## src/rtl/mx_pkg.sv

```systemverilog
// Package: shared constants and helpers for the macro expander.
// Assumes 64-bit instruction words with an 8-bit opcode in the top byte and
// 8-bit register fields below it.
package mx_pkg;

    localparam int INSN_W  = 64;
    localparam int OPC_W   = 8;
    localparam int FIELD_W = 8;

    typedef logic [INSN_W-1:0] insn_t;
    typedef logic [OPC_W-1:0]  opc_t;
    typedef logic [FIELD_W-1:0] field_t;

    // Bit positions of the fields an execution stage decodes.
    localparam int OPC_MSB  = 63;
    localparam int DST_MSB  = 55;
    localparam int SRC1_MSB = 47;
    localparam int SRC2_MSB = 39;

    // Builds a hand-equivalent register XOR: all three operands are the same register.
    function automatic insn_t make_self_xor(opc_t opc, field_t reg_f);
        insn_t w;
        w = '0;
        w[OPC_MSB  -: OPC_W]   = opc;
        w[DST_MSB  -: FIELD_W] = reg_f;
        w[SRC1_MSB -: FIELD_W] = reg_f;
        w[SRC2_MSB -: FIELD_W] = reg_f;
        return w;
    endfunction

endpackage

```

## src/rtl/mx_classify.sv

```systemverilog
// Module: mx_classify
// Purely combinational decode of one fetched word. It reports whether the word
// is the range macro, whether its fetch address is misaligned, and whether the
// macro's register range is malformed. It also extracts the range bounds.
// Assumes: fields are FIELD_W wide and only the low REG_W bits name a register.
module mx_classify
    import mx_pkg::*;
#(
    parameter int   ADDR_W    = 32,
    parameter int   REG_W     = 6,
    parameter int   ALIGN_LSB = 3,
    parameter opc_t OPC_MACRO = 8'h2B
) (
    input  insn_t             insn,
    input  logic [ADDR_W-1:0] addr,
    output logic              is_macro,
    output logic              misaligned,
    output logic              bad_range,
    output logic [REG_W-1:0]  first_reg,
    output logic [REG_W-1:0]  last_reg
);

    localparam int PAD_W = FIELD_W - REG_W;

    field_t first_f;
    field_t last_f;
    logic   first_oob;
    logic   last_oob;

    // Pull out the opcode and the two range fields.
    always_comb begin
        is_macro = (insn[OPC_MSB -: OPC_W] == OPC_MACRO);
        first_f  = insn[DST_MSB  -: FIELD_W];
        last_f   = insn[SRC1_MSB -: FIELD_W];
    end

    // Range fields must leave their padding bits clear.
    always_comb begin
        first_oob = |first_f[FIELD_W-1 -: PAD_W];
        last_oob  = |last_f[FIELD_W-1 -: PAD_W];
        first_reg = first_f[REG_W-1:0];
        last_reg  = last_f[REG_W-1:0];
    end

    // Alignment check on the low address bits, and the overall range validity.
    always_comb begin
        misaligned = |addr[ALIGN_LSB-1:0];
        bad_range  = first_oob || last_oob || (first_reg > last_reg);
    end

endmodule

```

## src/rtl/mx_range_walker.sv

```systemverilog
// Module: mx_range_walker
// Holds the current register index and the last index of an expansion. The
// index steps by one each time a micro-instruction is taken downstream.
// Assumes: the start bounds are already validated (first <= last).
module mx_range_walker #(
    parameter int REG_W = 6
) (
    input  logic             clk,
    input  logic             rst_n,
    input  logic             flush,
    input  logic             start,
    input  logic [REG_W-1:0] first_reg,
    input  logic [REG_W-1:0] last_reg,
    input  logic             step,
    output logic             active,
    output logic [REG_W-1:0] idx,
    output logic             at_end
);

    logic [REG_W-1:0] lim;

    // Marks the final index of the range.
    always_comb begin
        at_end = (idx == lim);
    end

    // Tracks whether a run is in progress.
    always_ff @(posedge clk) begin
        if (!rst_n || flush) begin
            active <= 1'b0;
        end else if (start) begin
            active <= 1'b1;
        end else if (step && at_end) begin
            active <= 1'b0;
        end
    end

    // Loads the bounds at start and advances the index on each accepted step.
    always_ff @(posedge clk) begin
        if (!rst_n) begin
            idx <= '0;
            lim <= '0;
        end else if (start) begin
            idx <= first_reg;
            lim <= last_reg;
        end else if (step && !at_end) begin
            idx <= idx + 1'b1;
        end
    end

    AST_WALK_ASCEND: assert property (@(posedge clk) disable iff (!rst_n)
        (step && !at_end && !flush && !start) |=> (idx == REG_W'($past(idx) + 1'b1)));
    AST_WALK_FREEZE: assert property (@(posedge clk) disable iff (!rst_n)
        (active && !step && !flush && !start) |=> $stable(idx));

endmodule

```

## src/rtl/macro_expander.sv

```systemverilog
// Module: macro_expander (top)
// Accepts one fetched word per handshake into a single output slot. A plain
// word is held and emitted as is. A range macro loads the walker, which then
// supplies one self-XOR per cycle until the range ends. Misaligned words and
// malformed macros are dropped and reported with one-cycle pulses.
// Assumes: synchronous active-low reset held for a few cycles; flush is synchronous.
module macro_expander
    import mx_pkg::*;
#(
    parameter int   ADDR_W    = 32,
    parameter int   REG_W     = 6,
    parameter opc_t OPC_XOR   = 8'h2A,
    parameter opc_t OPC_MACRO = 8'h2B
) (
    input  logic              clk,
    input  logic              rst_n,
    input  logic              flush,
    input  logic              in_valid,
    output logic              in_ready,
    input  logic [63:0]       in_insn,
    input  logic [ADDR_W-1:0] in_addr,
    output logic              out_valid,
    input  logic              out_ready,
    output logic [63:0]       out_insn,
    output logic              out_last,
    output logic              misalign_err,
    output logic              illegal_err
);

    localparam int PAD_W = FIELD_W - REG_W;

    logic             accept;
    logic             take;
    logic             is_macro;
    logic             misaligned;
    logic             bad_range;
    logic [REG_W-1:0] first_reg;
    logic [REG_W-1:0] last_reg;
    logic             start_walk;
    logic             load_plain;
    logic             walk_active;
    logic [REG_W-1:0] walk_idx;
    logic             walk_end;
    logic             slot_valid;
    insn_t            plain_word;

    mx_classify #(
        .ADDR_W    (ADDR_W),
        .REG_W     (REG_W),
        .ALIGN_LSB (3),
        .OPC_MACRO (OPC_MACRO)
    ) u_classify (
        .insn       (in_insn),
        .addr       (in_addr),
        .is_macro   (is_macro),
        .misaligned (misaligned),
        .bad_range  (bad_range),
        .first_reg  (first_reg),
        .last_reg   (last_reg)
    );

    // Handshakes: input taken only with an empty slot and no flush.
    always_comb begin
        in_ready   = !slot_valid && !flush;
        accept     = in_valid && in_ready;
        take       = slot_valid && out_ready;
        start_walk = accept && !misaligned && is_macro && !bad_range;
        load_plain = accept && !misaligned && !is_macro;
    end

    mx_range_walker #(
        .REG_W (REG_W)
    ) u_walker (
        .clk       (clk),
        .rst_n     (rst_n),
        .flush     (flush),
        .start     (start_walk),
        .first_reg (first_reg),
        .last_reg  (last_reg),
        .step      (take && walk_active),
        .active    (walk_active),
        .idx       (walk_idx),
        .at_end    (walk_end)
    );

    // Output slot occupancy: filled by a good word, emptied by the final take or flush.
    always_ff @(posedge clk) begin
        if (!rst_n || flush) begin
            slot_valid <= 1'b0;
        end else if (start_walk || load_plain) begin
            slot_valid <= 1'b1;
        end else if (take && (!walk_active || walk_end)) begin
            slot_valid <= 1'b0;
        end
    end

    // Captures a pass-through word.
    always_ff @(posedge clk) begin
        if (!rst_n) begin
            plain_word <= '0;
        end else if (load_plain) begin
            plain_word <= in_insn;
        end
    end

    // Error pulses, set for one cycle after a rejected word is accepted.
    always_ff @(posedge clk) begin
        if (!rst_n) begin
            misalign_err <= 1'b0;
            illegal_err  <= 1'b0;
        end else begin
            misalign_err <= accept && misaligned;
            illegal_err  <= accept && !misaligned && is_macro && bad_range;
        end
    end

    // Output word: either the held plain word or the current self-XOR.
    always_comb begin
        out_valid = slot_valid;
        if (walk_active) begin
            out_insn = make_self_xor(OPC_XOR, {{PAD_W{1'b0}}, walk_idx});
            out_last = walk_end;
        end else begin
            out_insn = plain_word;
            out_last = 1'b1;
        end
    end

    AST_NO_ACCEPT_BUSY: assert property (@(posedge clk) disable iff (!rst_n)
        out_valid |-> !in_ready);
    AST_HOLD_OUTPUT: assert property (@(posedge clk) disable iff (!rst_n)
        (out_valid && !out_ready && !flush) |=> (out_valid && $stable(out_insn)));
    AST_FLUSH_DROPS: assert property (@(posedge clk) disable iff (!rst_n)
        flush |=> !out_valid);
    AST_MISALIGN_SILENT: assert property (@(posedge clk) disable iff (!rst_n)
        misalign_err |-> (!out_valid && !illegal_err));
    AST_ILLEGAL_SILENT: assert property (@(posedge clk) disable iff (!rst_n)
        illegal_err |-> !out_valid);

endmodule

```

## config.mk

```make
export PLATFORM = sky130hd
export DESIGN_NAME = macro_expander
export DESIGN_NICKNAME = d
export VERILOG_FILES = /design/src/rtl/mx_pkg.sv /design/src/rtl/mx_classify.sv /design/src/rtl/mx_range_walker.sv /design/src/rtl/macro_expander.sv
export SDC_FILE = /design/constraint.sdc
export NUM_CORES = 1
export LEC_CHECK = 0
export ABC_AREA = 1
export BUFFER_PORTS_ARGS = -buffer_cell sky130_fd_sc_hd__buf_2
export CAP_MARGIN = 20
export CORE_MARGIN = 2
export CORE_UTILIZATION = 49
export DETAILED_ROUTE_END_ITERATION = 6
export PLACE_DENSITY = 0.86
export REMOVE_ABC_BUFFERS = 1
export SYNTH_ARGS = -nofsm -noshare
export SYNTH_HDL_FRONTEND = slang
export SYNTH_HIERARCHICAL = 1
export SYNTH_SLANG_ARGS = --single-unit
```

## constraint.sdc

```tcl
create_clock -name clk -period 2.75 [get_ports clk]
set_clock_uncertainty 0.15 [all_clocks]
set_input_delay 0.4125 -clock clk [delete_from_list [all_inputs] [get_ports clk]]
set_output_delay 0.4125 -clock clk [all_outputs]
set_load 0.01 [all_outputs]
```

==> results by group, run 1 <==
Timing
  • Period utilisation layout: 79.16%
  • Worst rel slew slack: 57.85%
  • Final setup violation count: 0
  • Fin crit period: 2.177 ns
  • Fmax: 459.4 MHz
  • Fin. Hold Viols: 0
  • Slew Viols, Final: 0
  • Unrepaired setup endpoints after global routing: false
  • Worst Tran Pin Value: 0.6323 ns

Run status
  • Run status: complete, no violations

Floorplan
  • Core area: 8217 sq um
  • Die width: 96.14 um
  • IO Count: 170
  • Initial Util: 50.63%
  • Die ar.: 9243 sq um
  • Site row count: 33
  • Height of the chip: 96.14 um

Worst setup path
  • Crit Path Class: flop to output pin
  • R2R Path Start: out_valid
  • CP max FO: 54
  • CP required: 2.19 ns
  • WP data arrival: 1.61 ns
  • Critical Path Source Type: flop
  • R2r setup slk: 1.04 ns
  • RR Endpoint: u_walker/idx[4]
  • Crit. End Element: output pin
  • R2R depth: 10

Run
  • Max-Cap Viols: 0

Min path
  • WHS Path Cells: 3
  • Class of the worst hold path: input port to flop
  • Hold EP: plain_word[31]
  • Min-delay src: in_insn[31]

Synth
  • Unique masters post-synth: 23
  • Prevailing post-synth register cell: dfxtp_1
  • Post-synthesis sequential area ratio: 38.50%
  • Yosys top cell area share: 38.50%
  • Post-Syn Area: 4160 sq um
  • Synth Register Bits: 80
  • Mapped Cells: 680
  • Fraction of registers with async set/reset: 0%
  • Post-synth EDFFs: 0
  • Cell taking the most area after synthesis: dfxtp_1
  • Yosys warns: 6
  • Synthesized area per cell: 6.118 sq um
  • Ranking of synthesized cells by area: dfxtp_1 38%, nand2_1 18%, nor2_1 17%

Global route
  • Total track usage: 19.98%
  • Total gr overflow: 0
  • Global-route wire length before repair: 14,580 um
  • Pin count of the biggest net entering global routing: 70
  • Initial antenna violation count: 0
  • Vias in the first global route: 3,430

Layout
  • Register Area: 1603 sq um
  • P&R area growth vs syn: 20.84%
  • Final-stage net count: 900
  • # diodes: 0
  • Area occupied by multi-input gates: 1931 sq um
  • Layout Cell Area excl Fill: 5027 sq um
  • Share of cells above drive strength 1: 21.98%
  • Fillers: 831

CTS
  • Worst-path clk slew: 0.08 ns
  • Root buffer cell: clkbuf_8
  • Post-CTS setup buffer count: 0
  • CTS buffer count: 9
  • Clock tree buffer depth: 2
  • CTS tree: done
  • Sink Count: 80
  • Clk Latency, worst-skew pair: 0.34 ns
  • H-tree levels: 3
  • Post-CTS Hold Buffers: 0
  • CTS resizes: 0

Route
  • DRT iter0 DRCs: 133
  • DRC errors left: 0
  • Drt wl/cell: 10.06 um
  • Vias: 4,072
  • Vias/cell: 4.519
  • Final wirelength: 9063 um
  • Routed Antenna Nets: 0
  • Drt first pass iters: 4

Placement
  • Dpl hpwl: 6241 um
  • IO Port Bufs: 140
  • Gp weighted congestion: 0.8464
  • Placed Area: 4817 sq um

Power and ir drop
  • Overall power: 2.306 mW
  • VDD IR max: 0.2725 mV
  • Power Dens Cells: 458.8 nW/um^2
  • Lkg Pwr: 3.074 nW
[critical path: stages, from the launching register on]
cell,delay [ns]
dfxtp_2,0.55
buf_12,0.29
nand2_1,0.14
o21ai_0,0.10
buf_2,0.17
[logic make-up after synthesis]
kind of cell	synth area share (%)
flip-flops	38.50
buffers and inverters	15.31
AND/OR/NAND/NOR	39.28
multiplexers	0.2406
AO/OA/AOI/OAI	4.571
adder cells (fa/ha/maj)	2.105
[power breakdown]
group,switching (mW),leakage (nW),internal (mW)
clock,0.406,0.0946,0.506
combinational,0.121,2.33,0.0898
sequential,0.00509,0.647,1.18
total,0.532,3.07,1.77
[cell usage after synthesis, drive strengths merged, types with 5 or more instances]
cell    count
nand2     199
nor2      192
inv        97
dfxtp      80
buf        30
o21ai      27
clkbuf     14
nand3      12
a21oi      11
ha          7
nand4       5
[how the worst max path moves through the flow]
stage                     from              end  cells past startpoint
5_1_grt        u_walker/active     out_insn[52]                      4
3_3_place_gp       in_insn[45]  u_walker/idx[4]                     17
3_5_place_dp       in_insn[45]  u_walker/idx[4]                     17
4_1_cts        u_walker/active     out_insn[44]                      4
2_1_floorplan       in_addr[1]    plain_word[0]                      5
6_report       u_walker/active     out_insn[52]                      4
[metrics by stage]
step | hold slack [ns] | setup slack (ns) | std cells | TNS (ns) | util, %
after CTS | 0.1084 | 0.5489 | 901 | 0 | 61.18
final | 0.1320 | 0.5732 | 901 | 0 | 61.18
after global placement | 0.3082 | 0.3904 | 886 | 0 | 58.63
after floorplan | 0.2931 | -0.4852 | 636 | -31.48 | -
after global routing | 0.1275 | 0.3786 | 901 | 0 | 61.18
after detailed placement | 0.3103 | 0.3606 | 886 | 0 | 58.63
[final cells by class]
type	count	area share (%)
clock buffers	10	2.539
well taps	105	2.613
inverters	97	7.242
clock inverters	5	1.643
flip-flops and latches	80	31.88
multi-input cells	459	38.40
repair buffers	145	15.68
[metal layers]
layer	track usage (%)	wire length, um	vias up
li1	-	-	2209
met1	22.68	4166	1759
met2	35.01	4272	92
met3	6.186	507	12
met4	7.381	116	0
met5	0	0	-
[flip-flops by register name, indices dropped and copies added (netlist names)]
name	flops
plain_word	64
u_walker/idx	6
u_walker/lim	6
illegal_err	1
misalign_err	1
out_valid	1
u_walker/active	1
[layout by cell type (no fill, tap or decap)]
cell          n
nor2_4        1
or2_2         2
o21ai_0      27
bufinv_16     2
nor2_2        4
nand3_2       1
nand2_1     197
nand3_1      11
clkinvlp_4    3
buf_2       140
nand2_4       2
mux2i_1       1
buf_12        4
dfxtp_1      79
clkbuf_8      9
nor4_1        2
inv_1        93
nand4_1       4
clkbuf_1      1
ha_1          7
nor2_1      187
dfxtp_2       1
buf_4         1
inv_2         4
nand4_4       1
a21oi_1      11
or3_1         1
Power figures use the tool's default switching activity.
==> inputs of run 2 (changes only) <==
- ABC_AREA: 1 -> 0
- CORE_UTILIZATION: 49 -> 44
- PLACE_DENSITY: 0.86 -> 0.81
- clock period: 2.75 -> 1.8 ns (I/O delays scaled with it)
==> run 2 against run 1 <==
  * The run now ends with setup timing left
  * Wire length increased by 30%
  * Combinational power is 91% higher
  * Core utilization is 2.8 points higher
  * Critical path depth is 8 higher
  * Sequential power rose by 52%
  * Non-clock buffer count rose by 61
  * Register-to-register slack got worse by 1.1 ns
  * Critical endpoint is now u_walker/active
  * Highest routed layer unchanged
==> results by group, run 2 <==
Layout
  • Fillers: 764 (was 831)
  • Fin util: 64.02% (was 61.18%)
  • Most common cell after layout, fill and taps aside: nand2_1 (unchanged)
  • Register Area: 1610 sq um (was 1603 sq um)
  • Most frequent cells in the layout: 136 x nand2_1, 128 x buf_2, 75 x dfxtp_1 (was 197 x nand2_1, 187 x nor2_1, 140 x buf_2)
  • Final Non-Filler Cells: 820 (was 901)
  • P&R area growth vs syn: 39.89% (was 20.84%)
  • Share of cells above drive strength 1: 38.35% (was 21.98%)
  • Biggest regs: plain_word: 64 flops, u_walker/idx: 6 flops, u_walker/lim: 6 flops (unchanged)
  • Max reg flops: 64 (unchanged)
  • # diodes: 0 (unchanged)
  • Area occupied by multi-input gates: 2436 sq um (was 1931 sq um)
  • Largest register by flop count: plain_word (unchanged)
  • Final-stage net count: 795 (was 900)

Worst setup path
  • Critical Path Source Type: input port (was flop)
  • Crit Path Class: input port to flop (was flop to output pin)
  • RR Endpoint: u_walker/active (was u_walker/idx[4])
  • Worst Setup SP: in_insn[43] (was u_walker/active)
  • CP Capture Point: u_walker/active (was out_insn[52])
  • R2R Path Start: out_valid (unchanged)
  • CP cell instances: buf_8 > inv_4 > ha_4 > and4_1 > o21ai_1 > o211ai_1 > a21o_1 > nor2_2 > buf_6 > nor2_1 > or3_1 > a31oi_1 (was buf_12 > nand2_1 > o21ai_0 > buf_2)
  • R2R depth: 7 (was 10)
  • CP required: 1.91 ns (was 2.19 ns)
  • Crit. End Element: flop (was output pin)
  • WP data arrival: 2.10 ns (was 1.61 ns)
  • Critical-path top delay cell: or3_1 (was dfxtp_2)
  • CP max FO: 8 (was 54)
  • Worst path max stage delay: 0.31 ns (was 0.55 ns)
  • R2r setup slk: -0.05 ns (was 1.04 ns)

Timing
  • Fin. Hold Viols: 0 (unchanged)
  • Worst Tran Pin Value: 0.5548 ns (was 0.6323 ns)
  • Worst rel slew slack: 62.88% (was 57.85%)
  • Final WS setup: -0.1849 ns (was 0.5732 ns)
  • Final setup violation count: 13 (was 0)
  • Slew Viols, Final: 0 (unchanged)
  • Fin crit period: 1.985 ns
  • Unrepaired setup endpoints after global routing: true (was false)
  • Fmax: 503.8 MHz
  • Period utilisation layout: 110.3%

Run status
  • Run status: finished with violations (was complete, no violations)
  • Failing checks: setup timing

Global route
  • Global-route wire length before repair: 18,010 um (was 14,580 um)
  • Total track usage: 21.49% (was 19.98%)
  • Total gr overflow: 0 (unchanged)
  • Vias in the first global route: 3,996 (was 3,430)
  • Pin count of the biggest net entering global routing: 61 (was 70)
  • Initial antenna violation count: 0 (unchanged)

Route
  • Drt first pass iters: 5 (was 4)
  • DRT iter0 DRCs: 145 (was 133)
  • DRC errors left: 0 (unchanged)
  • Vias: 4,069 (was 4,072)
  • Vias/cell: 4.962 (was 4.519)
  • Drt wl/cell: 14.33 um (was 10.06 um)
  • Final wirelength: 11,750 um (was 9063 um)
  • Routed Antenna Nets: 0 (unchanged)

Placement
  • Dpl hpwl: 7713 um (was 6241 um)
  • Placed cell count: 791 (was 886)
  • Gp weighted congestion: 0.8825 (was 0.8464)
  • IO Port Bufs: 140 (unchanged)
  • Setup slack after placement: -0.6346 ns (was 0.3606 ns)

Floorplan
  • Initial Util: 45.77% (was 50.63%)
  • Core area: 9328 sq um (was 8217 sq um)
  • Site row count: 35 (was 33)
  • Die width: 102.5 um (was 96.14 um)
  • Die ar.: 10,510 sq um (was 9243 sq um)
  • IO Count: 170 (unchanged)
  • Height of the chip: 102.5 um (was 96.14 um)

Synth
  • Synthesized area per cell: 8.257 sq um (was 6.118 sq um)
  • Synth Register Bits: 80 (unchanged)
  • Post-synth EDFFs: 0 (unchanged)
  • Prevailing post-synth register cell: dfxtp_1 (unchanged)
  • Ranking of synthesized cells by area: dfxtp_1 38%, mux2i_1 16%, nand2_1 12% (was dfxtp_1 38%, nand2_1 18%, nor2_1 17%)
  • Unique masters post-synth: 42 (was 23)
  • Mapped Cells: 517 (was 680)
  • Cell taking the most area after synthesis: dfxtp_1 (unchanged)
  • Yosys top cell area share: 37.51% (was 38.50%)
  • Post-synth top cells: 141 x nand2_1, 80 x dfxtp_1, 70 x mux2i_1 (was 197 x nand2_1, 187 x nor2_1, 93 x inv_1)
  • Post-synthesis sequential area ratio: 37.51% (was 38.50%)
  • Post-Syn Area: 4269 sq um (was 4160 sq um)
  • Yosys warns: 6 (unchanged)
  • Fraction of registers with async set/reset: 0% (unchanged)
  • Top-count cell post-synth: nand2_1 (unchanged)

CTS
  • Clk Latency, worst-skew pair: 0.35 ns (was 0.34 ns)
  • H-tree levels: 3 (unchanged)
  • CTS buffer count: 9 (unchanged)
  • Sink Count: 80 (unchanged)
  • Root buffer cell: clkbuf_8 (unchanged)
  • CTS tree: done (unchanged)
  • Worst-path clk slew: 0.09 ns (was 0.08 ns)
  • Clock tree buffer depth: 2 (unchanged)

Power and ir drop
  • Lkg Pwr: 2.702 nW (was 3.074 nW)
  • VDD IR max: 0.5705 mV (was 0.2725 mV)
  • Power Dens Cells: 622.0 nW/um^2 (was 458.8 nW/um^2)

Run
  • Max-Cap Viols: 0 (unchanged)

Min path
  • Class of the worst hold path: input port to flop (unchanged)
run 2: changes by cell type in the layout (fill, tap and decap cells not counted), sizes merged, moves of 6 or more:
cell   previous run  this run
buf             145       198
nor2            192        14
inv              97        27
mux2i             1        70
nand2           199       141
nand3            12         6
a21oi            11         5
nor2b             0        46
run 2: stage by stage:
step	power (mW)	TNS [ns]	hold slack [ns]	cell area, sq um
final	3.715	-1.283	0.01297	5972
after global routing	3.884	-2.882	0.001904	5972
after CTS	3.719	-0.2615	0.0003546	5746
after detailed placement	2.179	-24.93	0.2966	5233
after global placement	2.169	-21.13	0.2876	5233
after floorplan	1.959	-135.52	0.2338	3924
run 2: timing repair:
item                                   4_1_cts  5_1_grt
gates resized for setup                     50       34
setup endpoints to repair                   18       53
endpoints found under the hold margin        2        3
pin swaps                                   25       18
hold buffers                                 2        3
gates cloned                                 1        4
setup buffers                                5        1
run 2: power by group:
part	internal, mW	switching (mW)	total (mW)
logic	0.209	0.193	0.402
registers	1.79	0.00909	1.79
clock network	0.855	0.663	1.52
total	2.85	0.865	3.71
run 2: metal layers:
layer / global-route usage [%] / vias up / routed length [um]
li1: - / 2018 / -
met1: 26.10 / 1893 / 5039
met2: 36.80 / 136 / 5816
met3: 5.492 / 22 / 689
met4: 7.795 / 0 / 202
met5: 0 / - / 0
run 2: layout make-up:
type                            count  area share, %
Multi-Input combinational cell    364          40.79
Sequential cell                    80          26.96
Timing Repair Buffer              206          23.97
Tap cell                          129          2.703
Clock buffer                       11          2.535
Inverter                           26          1.760
Clock inverter                      4          1.278
run 2: critical path, delay by kind of cell:
kind / cells / cell delay (ns)
AOI/OAI and AO/OA: 4 / 0.55
adders and majority gates: 1 / 0.19
buffers and inverters: 3 / 0.33
and+or+nand+nor: 4 / 0.75
run 2: cell families after synthesis:
logic type / share of synthesized area [%]
DFF: 37.51
adders and majority gates: 2.051
and+or+nand+nor: 26.17
buffers and inverters: 10.38
xor gates and xnor gates: 1.231
muxes: 16.41
AOI/OAI and AO/OA: 6.243
run 2: worst min-delay path by stage:
stage	from	end	slack [ns]	depth (start not counted)
after floorplan	rst_n	illegal_err	0.23	2
after global placement	plain_word[31]	plain_word[31]	0.29	2
after detailed placement	plain_word[9]	plain_word[9]	0.30	2
after CTS	in_insn[0]	plain_word[0]	0.0004	3
after global routing	in_insn[15]	plain_word[15]	0.002	3
final	in_insn[35]	plain_word[35]	0.01	3
==> inputs of run 3 (changes only) <==
- MAX_ROUTING_LAYER: unset -> met4
- SLEW_MARGIN: unset -> 20
==> run 3 against run 2 <==
  * The flow still finishes with violations (setup timing)
  * Global-route usage grew 0.96 points
  * Combinational power rose by 6.5%
  * Design area up 2.7%
  * Via count is 3.6% higher
  * Largest power group unchanged
  * Core utilization grew 1.7 points
  * Die area unchanged
==> results by group, run 3 (synthesis gave the netlist of run 2 again) <==
Layout
  • Fillers: 808 (was 764)
  • Final-stage net count: 811 (was 795)
  • Max reg flops: 64 (unchanged)
  • Largest register by flop count: plain_word (unchanged)
  • Most frequent cells in the layout: 138 x nand2_1, 127 x buf_2, 77 x dfxtp_1 (was 136 x nand2_1, 128 x buf_2, 75 x dfxtp_1)
  • Share of cells above drive strength 1: 36.86% (was 38.35%)
  • Most common cell after layout, fill and taps aside: nand2_1 (unchanged)
  • Biggest regs: plain_word: 64 flops, u_walker/idx: 6 flops, u_walker/lim: 6 flops (unchanged)
  • Layout Cell Area excl Fill: 6133 sq um (was 5972 sq um)
  • P&R area growth vs syn: 43.67% (was 39.89%)
  • # diodes: 0 (unchanged)

Floorplan
  • IO Count: 170 (unchanged)
  • Height of the chip: 102.5 um (unchanged)
  • Core area: 9328 sq um (unchanged)
  • Site row count: 35 (unchanged)
  • Die width: 102.5 um (unchanged)
  • Die ar.: 10,510 sq um (unchanged)
  • Initial Util: 45.77% (unchanged)

Worst setup path
  • Crit. End Element: flop (unchanged)
  • Critical-path top delay cell: a211o_1 (was or3_1)
  • CP cell instances: buf_4 > ha_4 > nor2b_4 > o21ai_1 > o211ai_1 > a21o_1 > nor2_4 > buf_8 > a211oi_2 > a211o_1 > a211oi_2 (was buf_8 > inv_4 > ha_4 > and4_1 > o21ai_1 > o211ai_1 > a21o_1 > nor2_2 > buf_6 > nor2_1 > or3_1 > a31oi_1)
  • Levels on crit path: 11 (was 12)
  • Buf/Inv on CP: 2 (was 3)
  • Delay-heaviest family, CP: compound AO/OA/AOI/OAI gates (was simple AND/OR/NAND/NOR gates)
  • CP required: 1.91 ns (about the same)
  • Critical Path Source Type: input port (unchanged)
  • CP max FO: 8 (unchanged)
  • R2R depth: 7 (unchanged)
  • Crit Path Class: input port to flop (unchanged)
  • Most frequent CP cell: a211oi_2
  • WP data arrival: 2.12 ns (was 2.10 ns)
  • Worst path max stage delay: 0.29 ns (was 0.31 ns)

Placement
  • Gp weighted congestion: 0.9223 (was 0.8825)
  • Dpl hpwl: 7671 um (was 7713 um)
  • Placed Area: 5202 sq um (was 5233 sq um)
  • IO Port Bufs: 140 (unchanged)

Global route
  • Met2 usage: 39.06% (was 36.80%)
  • GR Util met1: 24.97% (was 26.10%)
  • Initial antenna violation count: 0 (unchanged)
  • Most used routing layer: met2 (unchanged)
  • Total track usage: 22.45% (was 21.49%)
  • Vias in the first global route: 4,081 (was 3,996)
  • Pin count of the biggest net entering global routing: 101 (was 61)
  • Global-route wire length before repair: 18,060 um (was 18,010 um)
  • Met3 usage: 4.339% (was 5.492%)
  • Total gr overflow: 0 (unchanged)

CTS
  • H-tree levels: 3 (unchanged)
  • Clk Latency, worst-skew pair: 0.35 ns (about the same)
  • Clock tree buffer depth: 2 (unchanged)
  • Sink Count: 80 (unchanged)
  • CTS buffer count: 9 (unchanged)
  • Worst-path clk slew: 0.08 ns (was 0.09 ns)
  • Root buffer cell: clkbuf_8 (unchanged)
  • CTS tree: done (unchanged)

Timing
  • Period utilisation layout: 111.6% (was 110.3%)
  • Fin. Hold Viols: 0 (unchanged)
  • Slew Viols, Final: 0 (unchanged)
  • Final WS setup: -0.2081 ns (was -0.1849 ns)
  • Unrepaired setup endpoints after global routing: true (unchanged)
  • Fin crit period: 2.008 ns (was 1.985 ns)
  • Fmax: 498.0 MHz (was 503.8 MHz)
  • Worst Tran Pin Value: 0.5005 ns (was 0.5548 ns)
  • Worst rel slew slack: 66.59% (was 62.88%)
  • Final setup violation count: 32 (was 13)
  • Hold WS: 0.01417 ns (was 0.01297 ns)

Run status
  • Run status: finished with violations (unchanged)
  • Failing checks: setup timing (unchanged)

Power and ir drop
  • VDD IR max: 0.3266 mV (was 0.5705 mV)
  • Overall power: 3.575 mW (was 3.715 mW)
  • Lkg Pwr: 2.751 nW (was 2.702 nW)
  • Power Dens Cells: 582.9 nW/um^2 (was 622.0 nW/um^2)

Route
  • Vias/cell: 5.038 (was 4.962)
  • Vias: 4,217 (was 4,069)
  • DRT iter0 DRCs: 182 (was 145)
  • Final wirelength: 12,340 um (was 11,750 um)
  • DRC errors left: 0 (unchanged)
  • Routed Antenna Nets: 0 (unchanged)
  • Drt wl/cell: 14.75 um (was 14.33 um)
  • Drt first pass iters: 5 (unchanged)

Min path
  • Class of the worst hold path: input port to flop (unchanged)
  • WHS Path Cells: 3 (unchanged)

Run
  • Max-Cap Viols: 0 (unchanged)
## run 3: cell count changes in the layout (fill, tap and decap cells not counted), sizes merged
cell         previous run  this run
dlygate4sd3             5        21
clkinv                  0         3
buf                   198       196
clkbuf                 14        16
bufinv                  2         1
inv                    27        26
## run 3: per-layer routing
metal	routed length (um)	share of wire (%)
met1	5177	42
met2	6016	49
met3	745	6.0
met4	402	3.3
met5	0	0
## run 3: layout make-up
cell class	count	area (sq um)	share of cell area, %
inverter	26	107.6	1.754
clock inverter	5	56.30	0.9180
multi-input combinational	364	2435	39.70
clock buffer	11	141.4	2.305
sequential	80	1610	26.25
tap	129	161.4	2.632
timing repair buffer	222	1622	26.44
## run 3: power by group
part,internal [mW],switching [mW]
Combinational,0.231,0.197
Sequential,1.78,0.00912
Clock,0.678,0.675
Total,2.69,0.881
## run 3: timing repair
| item | CTS | global route |
|---|---|---|
| pin swaps | 23 | 19 |
| endpoints found under the hold margin | 20 | 1 |
| gates cloned | 1 | 5 |
| resized for setup | 51 | 31 |
| hold buffers | 20 | 1 |
| buffers inserted | 4 | 4 |
| setup endpoints to repair | 17 | 63 |
## run 3: path summary, 6_finish.rpt
check	from	endpoint	slack (ns)
max reg2reg	out_valid	u_walker/idx[5]	-0.08
min reg2reg	plain_word[13]	plain_word[13]	0.31
min	in_insn[20]	plain_word[20]	0.01
max	in_insn[49]	u_walker/idx[5]	-0.21
## run 3: per-stage QoR
step / worst slack [ns] / TNS, ns / util [%] / std cells
detailed placement: -0.6348 / -23.82 / 55.77 / 787
finish: -0.2081 / -1.762 / 65.75 / 837
CTS: -0.1237 / -0.2520 / 62.78 / 828
global route: -0.2471 / -4.403 / 65.75 / 837
global placement: -0.5519 / -20.70 / 55.77 / 787
floorplan: -1.713 / -135.52 / - / 470
## run 3: worst min-delay path, cell delays in order
cell and delay, ns:
buf_2 0.09, nand2_1 0.04, mux2i_1 0.06
